==> config.mk <==
export PLATFORM = sky130hd
export DESIGN_NAME = tbl_clk_div
export DESIGN_NICKNAME = d
export VERILOG_FILES = /design/src/rtl/tbl_clk_div_pkg.sv /design/src/rtl/cdiv_ratio_lut.sv /design/src/rtl/cdiv_src_pick.sv /design/src/rtl/cdiv_core.sv /design/src/rtl/tbl_clk_div.sv
export SDC_FILE = /design/constraint.sdc
export NUM_CORES = 1
export LEC_CHECK = 0
export BUFFER_PORTS_ARGS = -buffer_cell sky130_fd_sc_hd__buf_2
export CORE_UTILIZATION = 47
export DETAILED_ROUTE_END_ITERATION = 7
export PLACE_DENSITY = 0.73
export SETUP_SLACK_MARGIN = 0.1
export SYNTH_ARGS = -nofsm -noshare
export SYNTH_HDL_FRONTEND = slang
export SYNTH_HIERARCHICAL = 1
export SYNTH_SLANG_ARGS = --single-unit
==> constraint.sdc <==
create_clock -name clk -period 2.2 [get_ports clk]
set_input_delay 0.33 -clock clk [delete_from_list [all_inputs] [get_ports clk]]
set_output_delay 0.33 -clock clk [all_outputs]
set_load 0.05 [all_outputs]
==> src/rtl/tbl_clk_div_pkg.sv <==
// Shared types and constants for the table-encoded clock-enable divider.
// Assumes the four table rules and the reset point described in the brief.
package tbl_clk_div_pkg;

    // Table rule selected by the mode input; the encoding is architectural.
    typedef enum logic [1:0] {
        TBL_DOUBLE  = 2'd0,
        TBL_QUAD    = 2'd1,
        TBL_ENGINE  = 2'd2,
        TBL_NETWORK = 2'd3
    } tbl_mode_e;

    localparam int NUM_MODES     = 4;
    localparam int RESET_RATIO   = 2;   // doubling rule, code 0
    localparam int RESET_SOURCE  = 0;

endpackage

==> src/rtl/cdiv_ratio_lut.sv <==
// cdiv_ratio_lut: translates a divide code into a ratio through the rule that
// the table mode picks. It is purely combinational. Every rule has its own
// generated branch, and the mode index then chooses among the candidates.
// Assumes RATIO_W is wide enough to hold 4 * 2**CODE_W.
module cdiv_ratio_lut
    import tbl_clk_div_pkg::*;
#(
    parameter int CODE_W  = 3,
    parameter int RATIO_W = 6
) (
    input  logic [CODE_W-1:0]  code,
    input  tbl_mode_e          mode,
    output logic [RATIO_W-1:0] ratio
);

    localparam logic [RATIO_W-1:0] ONE = RATIO_W'(1);
    localparam logic [RATIO_W-1:0] TWO = RATIO_W'(2);
    localparam logic [RATIO_W-1:0] FOUR = RATIO_W'(4);

    logic [RATIO_W-1:0] code_ext;
    logic [RATIO_W-1:0] cand [NUM_MODES];

    // Widen the code once so that each rule does its arithmetic at ratio width.
    assign code_ext = RATIO_W'(code);

    for (genvar m = 0; m < NUM_MODES; m++) begin : g_rule
        if (m == int'(TBL_DOUBLE)) begin : g_double
            // Doubling rule: 2 * (code + 1).
            assign cand[m] = (code_ext + ONE) << 1;
        end else if (m == int'(TBL_QUAD)) begin : g_quad
            // Quadrupling rule: 4 * (code + 1).
            assign cand[m] = (code_ext + ONE) << 2;
        end else if (m == int'(TBL_ENGINE)) begin : g_engine
            // Engine rule: the two lowest codes share ratio 2, then code + 1.
            assign cand[m] = (code_ext < TWO) ? TWO : (code_ext + ONE);
        end else begin : g_network
            // Network rule: the two lowest codes share ratio 4, then 2 * code.
            assign cand[m] = (code_ext < TWO) ? FOUR : (code_ext << 1);
        end
    end

    // Pick the candidate for the active rule.
    assign ratio = cand[mode];

endmodule

==> src/rtl/cdiv_src_pick.sv <==
// cdiv_src_pick: gives out the strobe of the applied source, and works out
// which source is to be applied at the next boundary. A request that is out
// of range keeps the applied source. Assumes NUM_SRC <= 2**SEL_W.
module cdiv_src_pick #(
    parameter int NUM_SRC = 3,
    parameter int SEL_W   = 2
) (
    input  logic [NUM_SRC-1:0] src_tick,
    input  logic [SEL_W-1:0]   app_src,
    input  logic [SEL_W-1:0]   req_sel,
    output logic               tick_sel,
    output logic [SEL_W-1:0]   next_src
);

    localparam logic [SEL_W:0] SRC_LIMIT = (SEL_W+1)'(NUM_SRC);

    logic [NUM_SRC-1:0] hit;
    logic               req_ok;

    // One match term per source; at most one can be set.
    for (genvar s = 0; s < NUM_SRC; s++) begin : g_hit
        assign hit[s] = src_tick[s] && (app_src == SEL_W'(s));
    end

    // Strobe of the applied source.
    assign tick_sel = |hit;

    // A request counts only when it names an existing source.
    assign req_ok   = {1'b0, req_sel} < SRC_LIMIT;
    assign next_src = req_ok ? req_sel : app_src;

endmodule

==> src/rtl/cdiv_core.sv <==
// cdiv_core: the down-counter with boundary-latched settings. At each
// boundary it latches the ratio and the source that arrive on its inputs,
// reloads with ratio - 1, and raises the pulse for one cycle. In every other
// cycle it counts only on the qualified strobe. Assumes an incoming ratio of
// at least 2, so a pulse is always followed by a low cycle.
module cdiv_core
    import tbl_clk_div_pkg::*;
#(
    parameter int RATIO_W = 6,
    parameter int SEL_W   = 2
) (
    input  logic               clk,
    input  logic               rst_n,
    input  logic               tick,
    input  logic [RATIO_W-1:0] next_ratio,
    input  logic [SEL_W-1:0]   next_src,
    output logic               pulse,
    output logic [RATIO_W-1:0] app_ratio,
    output logic [SEL_W-1:0]   app_src
);

    localparam logic [RATIO_W-1:0] RST_RATIO = RATIO_W'(RESET_RATIO);
    localparam logic [RATIO_W-1:0] ONE       = RATIO_W'(1);

    logic [RATIO_W-1:0] cnt;
    logic               at_edge;

    // A boundary is the last strobe of the running period.
    assign at_edge = tick && (cnt == '0);

    // Count strobes, and latch new settings only at a boundary.
    always_ff @(posedge clk) begin
        if (!rst_n) begin
            cnt       <= RST_RATIO - ONE;
            app_ratio <= RST_RATIO;
            app_src   <= SEL_W'(RESET_SOURCE);
            pulse     <= 1'b0;
        end else begin
            pulse <= at_edge;
            if (at_edge) begin
                cnt       <= next_ratio - ONE;
                app_ratio <= next_ratio;
                app_src   <= next_src;
            end else if (tick) begin
                cnt <= cnt - ONE;
            end
        end
    end

    // the pulse never lasts two cycles.
    p_single_pulse_r6: assert property (@(posedge clk) disable iff (!rst_n)
        pulse |=> !pulse);

    // a pulse is always preceded by a strobe of the applied source.
    p_pulse_needs_tick_r9: assert property (@(posedge clk) disable iff (!rst_n)
        pulse |-> $past(tick));

    // the applied settings move only together with a pulse.
    p_hold_between_r7: assert property (@(posedge clk) disable iff (!rst_n)
        !pulse |-> ($stable(app_ratio) && $stable(app_src)));

    // the counter never starts a period longer than the applied ratio.
    p_cnt_in_range_r6: assert property (@(posedge clk) disable iff (!rst_n)
        cnt < app_ratio);

endmodule

==> src/rtl/tbl_clk_div.sv <==
// tbl_clk_div: top level of the table-encoded clock-enable divider. It
// connects the ratio table, the source picker and the counter core. All
// settings are sampled every cycle, but they are committed only at a
// boundary. Assumes the source strobes are synchronous to clk.
module tbl_clk_div
    import tbl_clk_div_pkg::*;
#(
    parameter int NUM_SRC = 3,
    parameter int SEL_W   = 2,
    parameter int CODE_W  = 3,
    parameter int RATIO_W = 6
) (
    input  logic               clk,
    input  logic               rst_n,
    input  logic [NUM_SRC-1:0] src_tick,
    input  logic [SEL_W-1:0]   src_sel,
    input  logic [CODE_W-1:0]  div_code,
    input  logic [1:0]         tbl_mode,
    output logic               div_pulse,
    output logic [RATIO_W-1:0] cur_ratio,
    output logic [SEL_W-1:0]   cur_src
);

    localparam logic [SEL_W-1:0] SRC_LIMIT = SEL_W'(NUM_SRC);

    tbl_mode_e          mode_q;
    logic [RATIO_W-1:0] lut_ratio;
    logic [SEL_W-1:0]   nxt_src;
    logic               sel_tick;

    // Reinterpret the raw mode bits as a table rule.
    assign mode_q = tbl_mode_e'(tbl_mode);

    cdiv_ratio_lut #(
        .CODE_W  (CODE_W),
        .RATIO_W (RATIO_W)
    ) u_lut (
        .code  (div_code),
        .mode  (mode_q),
        .ratio (lut_ratio)
    );

    cdiv_src_pick #(
        .NUM_SRC (NUM_SRC),
        .SEL_W   (SEL_W)
    ) u_pick (
        .src_tick (src_tick),
        .app_src  (cur_src),
        .req_sel  (src_sel),
        .tick_sel (sel_tick),
        .next_src (nxt_src)
    );

    cdiv_core #(
        .RATIO_W (RATIO_W),
        .SEL_W   (SEL_W)
    ) u_core (
        .clk        (clk),
        .rst_n      (rst_n),
        .tick       (sel_tick),
        .next_ratio (lut_ratio),
        .next_src   (nxt_src),
        .pulse      (div_pulse),
        .app_ratio  (cur_ratio),
        .app_src    (cur_src)
    );

    // the applied source is always an existing one.
    p_src_legal_r8: assert property (@(posedge clk) disable iff (!rst_n)
        cur_src < SRC_LIMIT);

    // a boundary with an invalid request keeps the source.
    p_bad_sel_holds_r8: assert property (@(posedge clk) disable iff (!rst_n)
        (div_pulse && ($past(src_sel) >= SRC_LIMIT)) |-> (cur_src == $past(cur_src)));

    // the applied ratio stays within the span that all tables share.
    p_ratio_span_r6: assert property (@(posedge clk) disable iff (!rst_n)
        (cur_ratio >= RATIO_W'(2)) && (cur_ratio <= RATIO_W'(32)));

endmodule

; Word level (Yosys, flattened, before mapping)
; Index checks and enable logic that the tools add are counted.
; Widths: inputs -> output; s select.
[totals]
regBits = 15
in_bits = 12
wordCells = 29
[op_classes]
add_sub_neg = 3
n_lt_le_gt_ge = 3
n_eq_ne = 2
mux = 7
bitwise_logic = 1
n_reduce_logical = 9
[ops]
columns = operator, count
row1 = $mux 6, 5
row2 = $bmux 6 s2, 1
row3 = $sub 6x1->6 const B, 2
row4 = $logic_not 6->1, 1
row5 = $add 3x1->4 const B, 1
row6 = $logic_and 1x1->1, 4
row7 = $mux 4, 1
row8 = $ge 3x3->1 const B, 1
row9 = $lt 3x2->1 const B, 1
row10 = $not 2->3, 1
row11 = $reduce_or 3->1, 1
row12 = $eq 2x1->1 const B, 1
row13 = $eq 2x2->1 const B, 1
row14 = $logic_not 2->1, 1
row15 = $lt 2x2->1 const B, 1
row16 = $reduce_and 2->1, 1
row17 = $reduce_bool 2->1, 1

; Longest topological paths before layout
; Gate-level depths: netlist (run 1).
[logic_depth]
word_depth = 7
ltp_mapped = 10
depth_no_buf = 9

; By module
; Netlist (run 1), hierarchy kept.
[by_module_without_submodules]
columns = module, n_inst, cells_per_inst, area_each_um2, seq_area_each_um2
row1 = cdiv_core, 1, 82, 719.4, 300.3
row2 = cdiv_ratio_lut, 1, 31, 200.2, 0.0
row3 = cdiv_src_pick, 1, 7, 45.0, 0.0

; Worst setup path after synthesis (run 1)
; No wires, ideal clock.
[synth_timing]
path_kind = register -> register
from = register u_core.app_src[0]
to = register u_core.cnt[4]
t_arrival_ns = 2.514
path_slack_ns = -0.430
stages_incl_launch_ff = 10
n_path_buf = 1
cell_sequence = dfxtp_1 > mux2i_1 > o21ai_1 > nor3b_4 > and3b_1 > buf_4 > a21oi_1 > ha_1 > a32o_1 > a41o_1
[synth_between]
elab_chain_cells = 5
[synth_lines]
columns = item, line
row1 = "start, declared", cdiv_core.sv:19  ; output logic [SEL_W-1:0] app_src
row2 = "start signal, assigned", cdiv_core.sv:36  ; app_src <= SEL_W'(RESET_SOURCE);
row3 = "start signal, assigned", cdiv_core.sv:43  ; app_src <= next_src;
row4 = $eq 2x1->1 (tied with other cells), cdiv_src_pick.sv:22  ; assign hit[s] = src_tick[s] && (app_src == SEL_W'(s));
row5 = $logic_and 1x1->1, cdiv_src_pick.sv:22
row6 = $reduce_or 3->1 (*), cdiv_src_pick.sv:26  ; assign tick_sel = |hit;
row7 = net sel_tick, tbl_clk_div.sv:29  ; logic sel_tick;
row8 = $logic_and 1x1->1, cdiv_core.sv:29  ; assign at_edge = tick && (cnt == '0);
row9 = $mux 6 or $reduce_bool 2->1 (tied branches), --
row10 = "end signal, assigned", cdiv_core.sv:34  ; cnt <= RST_RATIO - ONE;
row11 = "end signal, assigned", cdiv_core.sv:41  ; cnt <= next_ratio - ONE;
row12 = "end signal, assigned", cdiv_core.sv:45  ; cnt <= cnt - ONE;
row13 = "end, declared", cdiv_core.sv:25  ; logic [RATIO_W-1:0] cnt;
; The timed path passes the listed nets; every way through them passes the cells marked *.
; A chain may end at the register's enable or synchronous reset.

; Worst setup path after layout (run 1)
; Same ends and word-level chain as after synthesis.

==> results of run 1 <==
path summary, 6_finish.rpt:
check	startpoint	endpoint	slack [ns]	depth (start not counted)
hold reg to reg	u_core/app_ratio[4]$_SDFFE_PN0N_	u_core/app_ratio[4]$_SDFFE_PN0N_	0.46	2
hold / removal	src_sel[0]	u_core/app_src[1]$_SDFFE_PN0N_	0.33	4
setup reg to reg	u_core/app_src[0]$_SDFFE_PN0N_	u_core/cnt[4]$_SDFFE_PN0P_	0.1	9
setup / recovery	u_core/app_src[0]$_SDFFE_PN0N_	u_core/cnt[4]$_SDFFE_PN0P_	0.1	9
critical path, stage by stage, from the launching register on:
cell	delay, ns
dfxtp_4	0.38
mux2i_2	0.25
o21ai_2	0.08
nor3b_4	0.15
and3b_2	0.25
a21oi_2	0.16
ha_2	0.23
nand2_1	0.07
a32o_1	0.25
a41o_1	0.17
cell type report:
class / instances / area (sq um)
sequential: 15 / 305.3
tap: 27 / 33.78
timing repair buffer: 37 / 227.7
clock buffer: 3 / 22.52
inverter: 5 / 18.77
multi-input combinational: 95 / 621.8
fill: 183 / 706.9
clock inverter: 1 / 5.005
synth_stat cells, types with 2 or more instances:
| cell type | number |
|---|---|
| nand3b_1 | 2 |
| nand2b_1 | 2 |
| o21ai_0 | 2 |
| inv_1 | 5 |
| buf_6 | 2 |
| o21ai_1 | 2 |
| a21boi_1 | 6 |
| ha_1 | 2 |
| nor3_1 | 4 |
| nand3_1 | 4 |
| and2_1 | 2 |
| a21boi_0 | 4 |
| nand2_1 | 22 |
| o31ai_1 | 3 |
| and4b_1 | 2 |
| nor2_1 | 7 |
| dfxtp_1 | 15 |
| a21oi_1 | 5 |
registers in the layout, summed over array words and instances, names as in the netlist:
name / flops
u_core/app_ratio: 6
u_core/cnt: 6
u_core/app_src: 2
u_core/pulse: 1
per-layer routing:
metal  vias to the layer above  routed length (um)
li1                        513                   -
met1                       477                1102
met2                        39                1210
met3                         6                 117
met4                         0                  36
met5                         -                   0
where the power goes:
part	switching (mW)	total, mW	internal (mW)
logic	0.127	0.229	0.102
registers	0.0196	0.307	0.287
clock network	0.0932	0.161	0.0676
stage by stage:
stage	cell area, sq um	hold slack (ns)	TNS [ns]	power, mW
floorplan	983.4	0.4626	0	0.4528
global placement	1157	0.4336	0	0.5111
detailed placement	1157	0.4507	-0.006299	0.5193
CTS	1212	0.3208	0	0.6882
global route	1235	0.3359	0	0.7325
finish	1235	0.3316	0	0.6964
cells by family (layout without fill, tap and decap cells):
| family | after synthesis | in the layout | share of synthesized area [%] |
|---|---|---|---|
| simple gates | 53 | 53 | 29.57 |
| flops | 15 | 15 | 31.13 |
| buf+inv | 10 | 46 | 5.966 |
| xor+xnor | 2 | 2 | 1.816 |
| mux | 1 | 1 | 1.038 |
| compound gates | 37 | 37 | 27.89 |
| fa+ha+maj | 2 | 2 | 2.594 |
repair_timing:
action | 4_1_cts | 5_1_grt
endpoints found under the setup margin | 1 | 2
setup buffers | 3 | 3
pin swaps | 3 | 2
resized for setup | 2 | 0
==> reports/results.ini, run 1 <==
[placed_design]
dpl.cell_count=173
place.gp.congestion=0.8878
dp_slack_ns=-0.006299
io_buffers=20
place_hpwl_um=1733

[cells_and_area]
final_net_count=171
final_cell_mix=22 x nand2_1, 20 x buf_2, 17 x buf_4
drive_gt1_share_pct=32.69
layout_commonest_cell=nand2_1
utilization_pct=63.60
stdcell_count=183
syn2layout_area_growth_pct=28.02
antenna_cells=0

[yosys]
ys_seq_elements=15
ys_types=47
synth_area_leaders=dfxtp_1 31%, nand2_1 8.6%, a21boi_1 4.7%, a21boi_0 3.1%, nor2_1 2.7%
synth_ff_type=dfxtp_1
synth_top_area_cell=dfxtp_1
avgSynthCellArea_sq_um=8.039
synth_edf_count=0
synthCells=120
syn-num-nets=134
yosysWarnings=6
synth_top_cell_area_share_pct=31.13
ys_async_sr_fraction_pct=0
syn_area_sq_um=964.7
seq_area_frac_synth_pct=31.13

[timing]
max_freq_ghz=0.4753
worstMarginPinSlew_ns=0.3931
finClkSkew_ns=0.003023
rsz0062_at_grt=true
layout_setup_ws_ns=0.09622
max-slew-margin-rel_pct=73.79
timing.final.crit_period_ns=2.104
fin_crit_sh_pct=95.63
report.final.slew_viol_count=0
finalSetupViolCount=0
final_hold_viol_count=0

[routing]
ant_nets=0
first_iter_violations=48
drt_wl_total_um=2467
drc_errors=0
drt_first_pass_iters=5
vias_per_cell=5.656
vias=1035
wl_per_cell_um=13.48

[global_route]
grt_use_met2_pct=36.71
grt_overflow=0
grt_first_pass_wirelength_um=3567
grt.total_usage_pct=22.76
grt_max_degree=18
grt_use_met3_pct=3.462
use_met1_pct=31.34
grt_busiest_layer=met2
antenna_found_initial=0
grt_pass1_vias=818

[die]
core_sq_um=1942
start_util_pct=49.68
die_h_um=47.31
io_pins=21
num_rows=16
die_area_sq_um=2238
dieWidth_um=47.31

[hold_path]
hold_class=input pin to register

[clock_network]
cts.sinks=15
cts_tree=done
clkSlewWorstSetupHoldPaths_ns=0.09
htreeDepth=1
cts-hold-fix-buffers=0
cts_buffers=3
cts_buffer_depth=2
clk_latency_ns=0.29
clock-root-buffer=clkbuf_4

[critical_path]
critPathRequiredTime_ns=2.39
worstSetupStartpointType=register
endpoint_kind=register
worstPathMaxFanout=4
arrival_ns=2.30
criticalPathCategory=register to register

[pwr]
power.density_nw_per_um2=563.9
vdd_drop_max_uv=424.0
p_leak_nw=0.5387

[run_status]
status=complete, no violations

[job]
cap_viol_max_count=0

No activity file was read; power rests on OpenSTA's default activity.
==> run 2, diff against run 1 <==
--- a/config.mk
+++ b/config.mk
@@ -6,9 +6,9 @@
 export NUM_CORES = 1
 export LEC_CHECK = 0
 export BUFFER_PORTS_ARGS = -buffer_cell sky130_fd_sc_hd__buf_2
-export CORE_UTILIZATION = 47
+export CORE_UTILIZATION = 52
 export DETAILED_ROUTE_END_ITERATION = 7
-export PLACE_DENSITY = 0.73
+export PLACE_DENSITY_LB_ADDON = 0.3
 export SETUP_SLACK_MARGIN = 0.1
 export SYNTH_ARGS = -nofsm -noshare
 export SYNTH_HDL_FRONTEND = slang
==> constraint.sdc (replaced) <==
create_clock -name clk -period 2 [get_ports clk]
set_input_delay 0.3 -clock clk [delete_from_list [all_inputs] [get_ports clk]]
set_output_delay 0.3 -clock clk [all_outputs]
set_load 0.05 [all_outputs]
==> run 2 against run 1 <==
  * Combinational power is 27% higher
  * Highest routed layer unchanged
  * Largest cell class unchanged
  * Sequential cell count unchanged
  * Die area is 9.2% lower
  * Routed wire length rose by 8.1%
  * Register-to-register slack worse by 0.07 ns
  * Maximum frequency is 6.3% higher
  * Critical path type unchanged
  * Global-route usage increased by 6.2 points
  * Count of clock-buffer cells in the layout unchanged
==> reports/results.ini, run 2 (same netlist as run 1, synthesis figures left out) <==
[timing]
max_freq_ghz=0.5054  ; +6.3%
final_hold_viol_count=0  ; unchanged
finClkSkew_ns=0.001130  ; -0.001893 ns
fin_crit_sh_pct=98.92  ; +3.3 points
finalSetupViolCount=0  ; unchanged
worstMarginPinSlew_ns=0.4088  ; +0.01567 ns
layout_setup_ws_ns=0.02154  ; -0.07468 ns
rsz0062_at_grt=true
max-slew-margin-rel_pct=72.54  ; -1.3 points
timing.final.crit_period_ns=1.978  ; -0.1253 ns
report.final.slew_viol_count=0  ; unchanged

[pwr]
vdd_drop_max_uv=466.6  ; +10%
p_seq_share_pct=42.3  ; -1.7 points
power.density_nw_per_um2=606.9  ; +7.6%
switching_share_pct=34.63  ; +0.22 points
switchingPower_mw=0.2780  ; +16%
p_int_mw=0.5246  ; +15%
pwr-share-clk_pct=21.6  ; -1.5 points
p_comb_share_pct=36.1  ; +3.2 points
p_leak_nw=0.5730  ; +6.4%

[critical_path]
critPathRequiredTime_ns=2.19  ; -0.20 ns
cp_top_family=compound AO/OA/AOI/OAI gates
arrival_ns=2.16  ; -0.14 ns
path_cells=mux2i_1 > o21ai_2 > nor3b_4 > and3b_2 > a21oi_4 > ha_4 > buf_4 > buf_6 > nor2_2 > o31a_1
criticalPathCategory=register to register
slowest_delay_ns=0.36  ; -0.02 ns
r2r_slack_ns=0.02  ; -0.07 ns
worstSetupStartpointType=register
endpoint_kind=register
cp_slowest_cell=dfxtp_4
worstPathMaxFanout=6  ; +2
worst-path-buf-inv=2  ; +2

[cells_and_area]
syn2layout_area_growth_pct=37.09
final_net_count=176  ; +2.9%
utilization_pct=76.59  ; +13 points
top_regs=u_core/app_ratio: 6 flops, u_core/cnt: 6 flops, u_core/app_src: 2 flops
drive_gt1_share_pct=37.89  ; +5.2 points
final_cell_mix=21 x buf_4, 21 x nand2_1, 20 x buf_2
antenna_cells=0  ; unchanged

[die]
die_area_sq_um=2031  ; -9.2%
io_pins=21  ; unchanged
die_h_um=45.07  ; -4.7%
start_util_pct=55.87  ; +6.2 points
core_sq_um=1727  ; -11%
dieWidth_um=45.07  ; -4.7%
num_rows=15  ; -1

[global_route]
antenna_found_initial=0  ; unchanged
grt_overflow=0  ; unchanged
grt_first_pass_wirelength_um=4278  ; +20%
grt.total_usage_pct=28.99  ; +6.2 points
grt_max_degree=18  ; unchanged
grt_pass1_vias=963  ; +18%

[routing]
drt_wl_total_um=2666  ; +8.1%
drt_first_pass_iters=4  ; -1
vias_per_cell=5.710  ; +0.95%
vias=1062  ; +2.6%
wl_per_cell_um=14.33  ; +6.3%
first_iter_violations=24  ; -50%
drc_errors=0  ; unchanged
ant_nets=0  ; unchanged

[clock_network]
clock-root-buffer=clkbuf_4
htreeDepth=1  ; unchanged
cts_tree=done
cts_buffers=3  ; unchanged
cts-hold-fix-buffers=0  ; unchanged
cts.sinks=15  ; unchanged
clkSlewWorstSetupHoldPaths_ns=0.09  ; about the same
clk_latency_ns=0.29  ; about the same
cts_buffer_depth=2  ; unchanged

[placed_design]
place_hpwl_um=1676  ; -3.3%
place.gp.congestion=0.8750  ; -1.4%
dp_slack_ns=-0.1232  ; -0.1169 ns
io_buffers=20  ; unchanged

[hold_path]
hold_class=input pin to register

[run_status]
status=complete, no violations

[job]
cap_viol_max_count=0  ; unchanged

==> run 2: cell types whose count changed in the layout (fill, tap and decap cells not counted), sizes merged <==
cell,previous run,this run
buf,37,42
==> run 2: power by group through the flow <==
stage | Clock (mW) | Sequential, mW | Combinational (mW)
floorplan | 0 | 0.364 | 0.134
global placement | 0 | 0.342 | 0.228
detailed placement | 0 | 0.343 | 0.235
CTS | 0.185 | 0.338 | 0.259
global route | 0.198 | 0.342 | 0.313
finish | 0.174 | 0.339 | 0.290
==> run 2: repair_timing <==
action / 4_1_cts / 5_1_grt
setup endpoints to repair: 2 / 4
setup buffers: 4 / 2
cloned: 0 / 0
pin swaps: 5 / 4
endpoints found under the hold margin: 0 / 0
gates resized for setup: 5 / 7
==> run 2: per-stage QoR <==
step	hold WS (ns)	TNS [ns]	std cells	total power, mW	cell area [sq um]
3_3_place_gp	0.4355	-0.08115	176	0.5706	1192
2_1_floorplan	0.4326	-0.4207	120	0.4981	983.4
5_1_grt	0.3317	-0.1586	186	0.8530	1323
4_1_cts	0.2959	-0.002113	184	0.7825	1275
6_report	0.3108	0	186	0.8026	1323
3_5_place_dp	0.4404	-0.2879	176	0.5782	1192
==> run 2: area by class of cell <==
type,count,area [sq um]
Clock buffer,3,22.52
Clock inverter,1,5.005
Fill cell,134,404.1
Inverter,5,18.77
Multi-Input combinational cell,95,670.6
Sequential cell,15,305.3
Tap cell,25,31.28
Timing Repair Buffer,42,269.0
==> run 2: layer usage <==
| metal | vias up | part of all wire [%] | global-route usage [%] |
|---|---|---|---|
| li1 | 518 | - | - |
| met3 | 12 | 4.6 | 6.400 |
| met1 | 496 | 44 | 35.94 |
| met4 | 0 | 2.9 | 14.55 |
| met5 | - | 0 | 0 |
| met2 | 36 | 48 | 46.96 |
==> run 2: worst paths after layout <==
| kind | start | endpoint | depth (start not counted) |
|---|---|---|---|
| max | u_core/app_src[0]$_SDFFE_PN0N_ | u_core/cnt[2]$_SDFFE_PN0P_ | 10 |
| min reg2reg | u_core/app_ratio[4]$_SDFFE_PN0N_ | u_core/app_ratio[4]$_SDFFE_PN0N_ | 2 |
| max reg2reg | u_core/app_src[0]$_SDFFE_PN0N_ | u_core/cnt[2]$_SDFFE_PN0P_ | 10 |
| min | src_sel[0] | u_core/app_src[1]$_SDFFE_PN0N_ | 4 |
==> run 2: worst reg2reg max path, cell delays in order (launching register included) <==
cell	delay [ns]
dfxtp_4	0.36
mux2i_1	0.21
o21ai_2	0.08
nor3b_4	0.15
and3b_2	0.27
a21oi_4	0.17
ha_4	0.19
buf_4	0.11
buf_6	0.08
nor2_2	0.03
o31a_1	0.22
==> run 3, diff against run 2 <==
--- a/config.mk
+++ b/config.mk
@@ -5,8 +5,9 @@
 export SDC_FILE = /design/constraint.sdc
 export NUM_CORES = 1
 export LEC_CHECK = 0
+export ABC_AREA = 1
 export BUFFER_PORTS_ARGS = -buffer_cell sky130_fd_sc_hd__buf_2
-export CORE_UTILIZATION = 52
+export CORE_UTILIZATION = 40
 export DETAILED_ROUTE_END_ITERATION = 7
 export PLACE_DENSITY_LB_ADDON = 0.3
 export SETUP_SLACK_MARGIN = 0.1
==> run 3 against run 2 <==
  * Non-clock buffer count decreased by 18
  * Hold slack lost 0.036 ns
  * Register-to-register slack better by 0.22 ns
  * Cell count grew 6.5%
  * Cell area shrank 11%
  * Clock power barely moved
  * Utilization decreased by 24 points
  * Count of clock-buffer cells in the layout increased by 1
  * Synthesized area unchanged
  * Combinational power increased by 57%
  * Critical endpoint is now u_core/cnt[4]$_SDFFE_PN0P_
  * Largest cell class unchanged
==> reports/results.ini, run 3 <==
[run_status]
status=complete, no violations

[cells_and_area]
multi_input_comb_area_sq_um=575.6  ; -14%
final_net_count=185  ; +5.1%
fill_cells=237  ; +77%
final_area_sq_um=1174  ; -11%
drive_gt1_share_pct=35.29  ; -2.6 points
antenna_cells=0  ; unchanged
stdcell_count=198  ; +6.5%
final_cell_mix=26 x nand2_1, 20 x buf_2, 19 x inv_1
regArea_sq_um=307.8  ; +0.82%
top_regs=u_core/app_ratio: 6 flops, u_core/cnt: 6 flops, u_core/app_src: 2 flops
syn2layout_area_growth_pct=21.66
layout_commonest_cell=nand2_1

[critical_path]
r2r_slack_ns=0.24  ; +0.22 ns
criticalPathCategory=register to register
critPathRequiredTime_ns=2.23  ; +0.04 ns
arrival_ns=1.99  ; -0.17 ns
worstPathMaxFanout=6  ; unchanged
endpoint_kind=register
worstSetupStartpointType=register

[clock_network]
clock-root-buffer=clkbuf_4
clkSlewWorstSetupHoldPaths_ns=0.09  ; about the same
cts_tree=done
clk_latency_ns=0.28  ; about the same
cts_buffer_depth=2  ; unchanged
cts_buffers=3  ; unchanged
cts.sinks=15  ; unchanged
cts-hold-fix-buffers=0  ; unchanged
htreeDepth=1  ; unchanged

[global_route]
grt_first_pass_wirelength_um=3332  ; -22%
antenna_found_initial=0  ; unchanged
grt_pass1_vias=832  ; -14%
grt_max_degree=10  ; -8
grt.total_usage_pct=16.91  ; -12 points
grt_overflow=0  ; unchanged

[yosys]
syn_area_sq_um=964.7  ; unchanged
synth_simple_gate_area_share_pct=42.80  ; +13 points
ys_types=24  ; -49%
ys_seq_elements=15  ; unchanged
synthCells=142  ; +18%
synth_area_leaders=dfxtp_1 31%, nand2_1 10%, nand3_1 7.8%, inv_1 7.4%, a21oi_1 6.2%
syn-num-nets=156  ; +16%
ys_async_sr_fraction_pct=0  ; unchanged
synth_compound_area_share_pct=13.23  ; -15 points
synthXorXnorAreaFrac_pct=0  ; -1.8 points
synth_ff_type=dfxtp_1
avgSynthCellArea_sq_um=6.793  ; -15%
synth_mux_area_share_pct=0  ; -1.0 points
synth_edf_count=0  ; unchanged
yosysMostFrequentCell=nand2_1
synthAdderAreaFrac_pct=2.594  ; unchanged
synth_top_area_cell=dfxtp_1
synth_top_cell_area_share_pct=31.13  ; unchanged
synth_top_family_by_area=simple AND/OR/NAND/NOR gates
synth_common_cells=26 x nand2_1, 19 x inv_1, 15 x dfxtp_1, 15 x nand3_1, 12 x a21oi_1
seq_area_frac_synth_pct=31.13  ; unchanged
yosysWarnings=6  ; unchanged

[routing]
wl_met1_um=959  ; -18%
drt_first_pass_iters=4  ; unchanged
wl_met3_um=68  ; -45%
ant_nets=0  ; unchanged
vias=965  ; -9.1%
drt_wl_total_um=2060  ; -23%
wl_met2_um=1016  ; -21%
first_iter_violations=16  ; -33%
drc_errors=0  ; unchanged
top_layer=met4
wl_per_cell_um=10.40  ; -27%
vias_per_cell=4.874  ; -15%

[pwr]
p_int_mw=0.5716  ; +9.0%
p_total_mw=0.9978  ; +24%
pwr-share-clk_pct=17.2  ; -4.4 points
p_leak_nw=0.5858  ; +2.2%
p_comb_share_pct=45.7  ; +9.6 points
power.density_nw_per_um2=850.2  ; +40%
vdd_drop_max_uv=460.1  ; -1.4%
switching_share_pct=42.71  ; +8.1 points
p_seq_share_pct=37.0  ; -5.3 points
switchingPower_mw=0.4261  ; +53%

[timing]
finClkSkew_ns=0.007259  ; +0.006130 ns
finalSetupViolCount=0  ; unchanged
fin_crit_sh_pct=88.12  ; -11 points
timing.final.crit_period_ns=1.762  ; -0.2160 ns
max_freq_ghz=0.5674  ; +12%
report.final.slew_viol_count=0  ; unchanged
final_hold_viol_count=0  ; unchanged
rsz0062_at_grt=false
max-slew-margin-rel_pct=80.50  ; +8.0 points
worstMarginPinSlew_ns=0.2898  ; -0.1189 ns

[placed_design]
io_buffers=20  ; unchanged
dpl-instance-area_sq_um=1130  ; -5.2%
place.gp.congestion=0.9063  ; +3.6%
place_hpwl_um=1657  ; -1.1%
dpl.cell_count=193  ; +9.7%

[die]
num_rows=17  ; +2
die_h_um=51.11  ; +13%
core_sq_um=2233  ; +29%
io_pins=21  ; unchanged
die_area_sq_um=2612  ; +29%
dieWidth_um=51.11  ; +13%
start_util_pct=43.19  ; -13 points

[hold_path]
hold_class=input pin to register

[job]
cap_viol_max_count=0  ; unchanged

==> run 3: cell count changes after synthesis, sizes merged, moves of 3 or more <==
cell	previous run	this run
o21ai	4	7
buf	4	0
nand2	22	36
inv	5	25
nand3	4	20
a21boi	10	2
nor2	7	15
o31ai	3	0
a21oi	6	12
nor3	5	2
==> run 3: final cells by class <==
type / instances / share of cell area (%)
Tap cell: 28 / 2.985
Inverter: 26 / 8.422
Multi-Input combinational cell: 101 / 49.04
Clock buffer: 4 / 2.239
Sequential cell: 15 / 26.23
Timing Repair Buffer: 24 / 11.09
==> run 3: power by group through the flow <==
stage	combinational, mW	clock, mW	sequential, mW
final	0.456	0.172	0.370
after global routing	0.503	0.194	0.374
after CTS	0.440	0.184	0.369
after detailed placement	0.438	0	0.375
after global placement	0.434	0	0.374
after floorplan	0.300	0	0.420
==> run 3: logic make-up after synthesis <==
group / after synthesis
AOI/OAI and AO/OA: 23
adders and majority gates: 2
buffers and inverters: 26
DFF: 15
and+or+nand+nor: 76
==> run 3: repair_timing <==
item	4_1_cts	5_1_grt
resized for setup	0	2
buffers inserted	0	1
endpoints found under the setup margin	0	1
==> run 3: routing by layer <==
metal  vias to the layer above  GRT usage (%)
met5                         -              0
met4                         0          8.333
met3                         4          1.786
met2                        19          28.95
met1                       430          20.80
li1                        512              -
==> run 3: path summary, 6_finish.rpt <==
kind / from / cells after the start / end
hold reg to reg: u_core/app_ratio[2]$_SDFFE_PN0N_ / 2 / u_core/app_ratio[2]$_SDFFE_PN0N_
setup / recovery: u_core/app_src[0]$_SDFFE_PN0N_ / 14 / u_core/cnt[4]$_SDFFE_PN0P_
hold / removal: rst_n / 2 / u_core/app_ratio[1]$_SDFFE_PN1N_
setup reg to reg: u_core/app_src[0]$_SDFFE_PN0N_ / 14 / u_core/cnt[4]$_SDFFE_PN0P_
==> run 3: critical path, cell delays in order, from the launching register on <==
cell     delay [ns]
dfxtp_4        0.36
inv_1          0.08
nand3_1        0.08
nand3_1        0.12
nand2_2        0.11
nor2_8         0.16
nand3_2        0.09
nand2_1        0.11
inv_1          0.06
ha_1           0.22
nand3_2        0.10
nor3_2         0.05
nand2_1        0.06
nand2_1        0.04
nor2_1         0.08
==> run 3: stage by stage <==
step                      TNS [ns]  utilization (%)  setup slack, ns  hold WS (ns)
final                            0            52.55           0.2376        0.2751
after global routing             0            52.55          0.09450        0.2744
after CTS                        0            51.76           0.1989        0.2654
after detailed placement  -0.02591            50.59         -0.02591        0.4569
after global placement           0            50.59          0.05907        0.4532
after floorplan                  0                -           0.1364        0.3846
